$ cat src/rtl/mac_stream.sv
module mac_stream #(
  parameter int N = 8
) (
  input  logic             clk,
  input  logic             rst,
  input  logic             in_valid,
  input  logic [N-1:0]     in_a,
  input  logic [N-1:0]     in_b,
  input  logic [2*N-1:0]   in_c,
  output logic             out_valid,
  output logic [2*N:0]     out_result
);
  localparam int PW = 2 * N;
  localparam int RW = PW + 1;

  logic [N-1:0]  op_a, op_b;
  logic [PW-1:0] prod, addend;
  logic [RW-1:0] sum;
  logic          v_cap, v_mul, v_sum;

  always_ff @(posedge clk) begin
    if (rst) begin
      v_cap <= 1'b0;
      v_mul <= 1'b0;
      v_sum <= 1'b0;
    end else begin
      v_cap <= in_valid;
      v_mul <= v_cap;
      v_sum <= v_mul;
    end
  end

  always_ff @(posedge clk) begin
    op_a   <= in_a;
    op_b   <= in_b;
    prod   <= PW'(op_a) * PW'(op_b);
    addend <= in_c;
    sum    <= RW'(prod) + RW'(addend);
  end

  assign out_valid  = v_sum;
  assign out_result = sum;


  reset_clears_chk: assert property (@(posedge clk) rst |=> !out_valid);

  valid_latency_chk: assert property (@(posedge clk) disable iff (rst)
    in_valid |=> ##2 out_valid);

  bubble_latency_chk: assert property (@(posedge clk) disable iff (rst)
    !in_valid |=> ##2 !out_valid);

  result_value_chk: assert property (@(posedge clk) disable iff (rst)
    out_valid |-> out_result ==
      RW'($past(in_a, 3)) * RW'($past(in_b, 3)) + RW'($past(in_c, 2)));
endmodule

$ cat config.mk
export PLATFORM = sky130hd
export DESIGN_NAME = mac_stream
export DESIGN_NICKNAME = d
export VERILOG_FILES = /design/src/rtl/mac_stream.sv
export SDC_FILE = /design/constraint.sdc
export NUM_CORES = 1
export LEC_CHECK = 0
export ABC_AREA = 1
export BUFFER_PORTS_ARGS = -buffer_cell sky130_fd_sc_hd__buf_2
export CAP_MARGIN = 20
export CORE_ASPECT_RATIO = 1.1
export CORE_MARGIN = 2
export CORE_UTILIZATION = 55
export CTS_CLUSTER_DIAMETER = 30
export DETAILED_ROUTE_END_ITERATION = 10
export GPL_TIMING_DRIVEN = 0
export PLACE_DENSITY = 0.8
export SYNTH_ARGS = -nofsm -noshare
export SYNTH_HDL_FRONTEND = slang
export SYNTH_SLANG_ARGS = --single-unit
$ cat constraint.sdc
create_clock -name clk -period 4.8 [get_ports clk]
set_input_delay 0.24 -clock clk [delete_from_list [all_inputs] [get_ports clk]]
set_output_delay 0.24 -clock clk [all_outputs]
set_load 0.1 [all_outputs]
Word level (Yosys, flattened, before mapping)

Index checks and enable logic that the tools add are counted.

Multipliers: 1
$add $sub $neg: 1

Operators with widths:

| kind                                         | number |
|---|---|
| 16-bit by 16-bit adder with 17-bit output    | 1 |
| 8-bit by 8-bit multiplier with 16-bit output | 1 |

Output and inout bits: 18
Word-level logic and storage cells: 10
Register bits: 68

Logic depth before layout (Yosys ltp)

Depth after elaboration: 1
Mapped depth: 20
Gate-level depth less buffers: 19

Worst setup path after synthesis

OpenSTA, ideal clock, no wires.

Kind: reg-to-reg
Start point: register op_a[0]
End point: register prod[12]
Buffers on the path: 1
Slack: 1.015 ns
Setup time: 0.113 ns
Cell stages (with the launch flop): 17
Required time: 4.687 ns
Arrival: 3.672 ns
Clock period less this slack: 3.785 ns
Cells stage by stage: dfxtp_1 clkbuf_1 nand2_1 fa_1 fa_1 inv_1 fa_1 inv_1 fa_1 inv_1 ha_1 nand2_1 a21oi_2 o21ai_0 nand3_1 nand2_1 nand2_1

Longest elaborated chain between the ends: 1

RTL lines:

| what                                         | line | text |
|---|---|---|
| start, declared                              | 16   | `logic [N-1:0] op_a, op_b;` |
| start signal, assigned                       | 34   | `op_a <= in_a;` |
| 8-bit by 8-bit multiplier with 16-bit output | 36   | `prod <= PW'(op_a) * PW'(op_b);` |
| end signal, assigned                         | 36   |  |
| end, declared                                | 17   | `logic [PW-1:0] prod, addend;` |

No other way between the ends.
A chain may end at the register's enable or synchronous reset.

Final worst setup path

Same ends and word-level chain as after synthesis.

==> metrics.md <==
| Metric | Value |
|---|---|
| Fmax | `241.4 MHz` |
| Number of global-route vias before repair | `4059` |
| Max Root-Sink Buffers | `2` |
| HP Class | `in2reg` |
| Slew HR | `0.6780` |
| Static leakage | `3.399 nW` |
| Core ar. | `8320 um^2` |
| First-pass GRT wire length | `16.36 mm` |
| Total global routing overflow | `0` |
| Top cell type's share of synthesized area | `0.2897` |
| Antenna violations before repair | `0` |
| DR pass1 iterations | `4` |
| Post-synth top area cell | `dfxtp_1` |
| Starting Density | `0.5647` |
| Clock Pin Slew Worst Setup and Hold Paths | `0.08 ns` |
| Gpl congestion | `0.8714` |
| CTS tree | `done` |
| Share of cells above drive strength 1 | `0.1153` |
| Post-DR wirelength/cell | `11.30 um` |
| Largest net degree at the start of global routing | `13` |
| Root buffer cell | `clkbuf_8` |
| Status | `finished clean` |
| Cell breakdown of the critical path | `clkbuf_1, nand2_1, fa_1, fa_1, inv_1, fa_1, inv_1, fa_1, inv_1, ha_1, nand2_1, a21oi_2, o21ai_0, nand3_1, nand2_1, nand2_1` |
| TritonCTS buffer count | `9` |
| Fin crit period | `4.143 ns` |
| Maxcap violations | `0` |
| Die Y | `100.9 um` |
| Post-route ant nets | `0` |
| Post-DP HPWL | `7.142 mm` |
| Vias per Instance | `4.656` |
| Sequential area share after synthesis | `0.2897` |
| Power Dens Cells | `548.1 nW/um^2` |
| CP max stage delay | `0.54 ns` |
| CP arrival | `4.38 ns` |
| Avg Cell Area, Syn | `7.578 um^2` |
| Synth area leaders | `dfxtp_1 29%, fa_1 16%, nand2_1 14%, ha_1 14%, inv_1 13%` |
| CP endpoint kind | `register` |
| Crit share post-route | `0.8632` |
| Yosys warns | `0` |
| Setup CP Type | `reg2reg` |
| Clock sinks | `68` |
| Area grow syn2layout | `19.79%` |
| H-tree levels | `3` |
| Mapped Area | `4698 um^2` |
| Std cell rows | `35` |
| Final #Nets | `839` |
| RSZ-0062 raised after global routing | `false` |
| Initial drt markers | `107` |
| Die Width | `92.13 um` |
| GRT Total Usage | `0.2220` |
| CP max FO | `8` |
| Startpoint types | `register` |
| Synth unique cells | `23` |
| Pins over their slew limit | `0` |
| Final Hold Viols | `0` |
| Drt total wl | `9.392 mm` |
| Power, Total | `0.003085 W` |
| Most common cell after layout, fill and taps aside | `nand2_1` |
| Vias | `3869` |
| Commonest cells after routing, fill and taps aside | `179 x nand2_1, 158 x inv_1, 68 x dfxtp_1` |
| IO Pins | `53` |
| Seq cells post-synth | `68` |
| # diodes | `0` |
| VDD IR-drop max | `0.2146 mV` |
| Number of I/O port buffers | `52` |
| Slew @ Worst Pin | `0.4864 ns` |
| Die Area | `9299 um^2` |
| Setup-failing EPs final | `0` |
| Worst EP required | `5.03 ns` |
| Mapped Nets | `744` |
| Crit path max-delay cell type | `fa_1` |
| Setup_tns | `0 ns` |
| Worst-Skew Late Latency | `0.35 ns` |
| DR DRC count | `0` |
| Mapped Cells | `620` |
| Fin Clk Skew | `0.01190 ns` |
## flip-flops by register name (all words and copies together) (netlist names)
register and cells:
v_cap 1, out_valid 1, prod 16, op_a 8, addend 16, op_b 8, out_result 17, v_mul 1
## logic make-up (layout without fill, tap and decap cells)
kind of cell | after synthesis | after routing | synth area share
fa+ha+maj | 89 | 89 | 0.2961
compound gates | 21 | 21 | 0.02477
simple gates | 250 | 250 | 0.2200
buf+inv | 177 | 277 | 0.1414
xor+xnor | 15 | 15 | 0.02796
flops | 68 | 68 | 0.2897
## per-stage QoR
stage / std cells / worst slack, ns / util / hold slack (ns) / instance area [um^2]
finish: 831 / 0.6569 / 0.6764 / 0.06267 / 5628
global route: 831 / 0.3331 / 0.6764 / 0.06378 / 5628
global placement: 783 / 0.7114 / 0.6126 / 0.3421 / 5097
detailed placement: 783 / 0.6677 / 0.6126 / 0.3436 / 5097
floorplan: 620 / 1.015 / - / 0.2677 / 4698
CTS: 831 / 0.6365 / 0.6764 / 0.05138 / 5628
## routing by layer
layer / GRT usage / vias up / wire, um
met5: 0 / - / 0
met4: 0.1010 / 0 / 282
met3: 0.04562 / 27 / 394
met2: 0.4321 / 94 / 4933
met1: 0.2267 / 1745 / 3781
li1: - / 2003 / -
## final cells by class
type	instances	area, um^2
clock buffers	11	151.4
multi-input cells	375	2673
well taps	111	138.9
fillers	729	2693
clock inverters	5	58.81
repair buffers	84	580.6
flip-flops and latches	68	1361
inverters	161	604.3
plain buffers	16	60.06
## worst max-delay path: cells and delay by family, from the launching register on
family	cells	cell delay, ns
flops	1	0.32
compound gates	2	0.31
buf+inv	4	0.45
simple gates	5	0.50
fa+ha+maj	5	2.45
## cell usage after synthesis
cell,instances
xnor2_1,6
nand3_1,25
nor3_2,3
a21o_1,1
a21oi_1,15
o31ai_1,1
xor2_1,9
nand2_1,179
clkbuf_1,16
or2_4,1
nor2_2,1
o21bai_1,1
dfxtp_1,68
nor2_1,27
nand4_1,6
fa_1,37
inv_1,158
a21oi_2,1
inv_2,3
ha_1,52
nand2_2,6
o21ai_0,2
nand3b_1,2
## power breakdown
part	total [W]	switching, W	leakage (nW)	internal [W]
registers	0.000750	0.0000357	0.573	0.000714
logic	0.00184	0.00129	2.72	0.000548
clock network	0.000493	0.000224	0.102	0.000269
## worst paths after layout
| check | startpoint | endpoint | slack [ns] | cells past startpoint |
|---|---|---|---|---|
| min reg2reg | v_mul | out_valid | 0.41 | 2 |
| min | rst | out_valid | 0.06 | 2 |
| max | op_a[0] | prod[12] | 0.66 | 16 |
| max reg2reg | op_a[0] | prod[12] | 0.66 | 16 |
## what timing repair did
action | in CTS | in global routing
hold buffers | 32 | 0
buffers inserted | 0 | 0
endpoints found under the hold margin | 32 | 0
resized for setup | 0 | 0
Power figures use the tool's default switching activity.
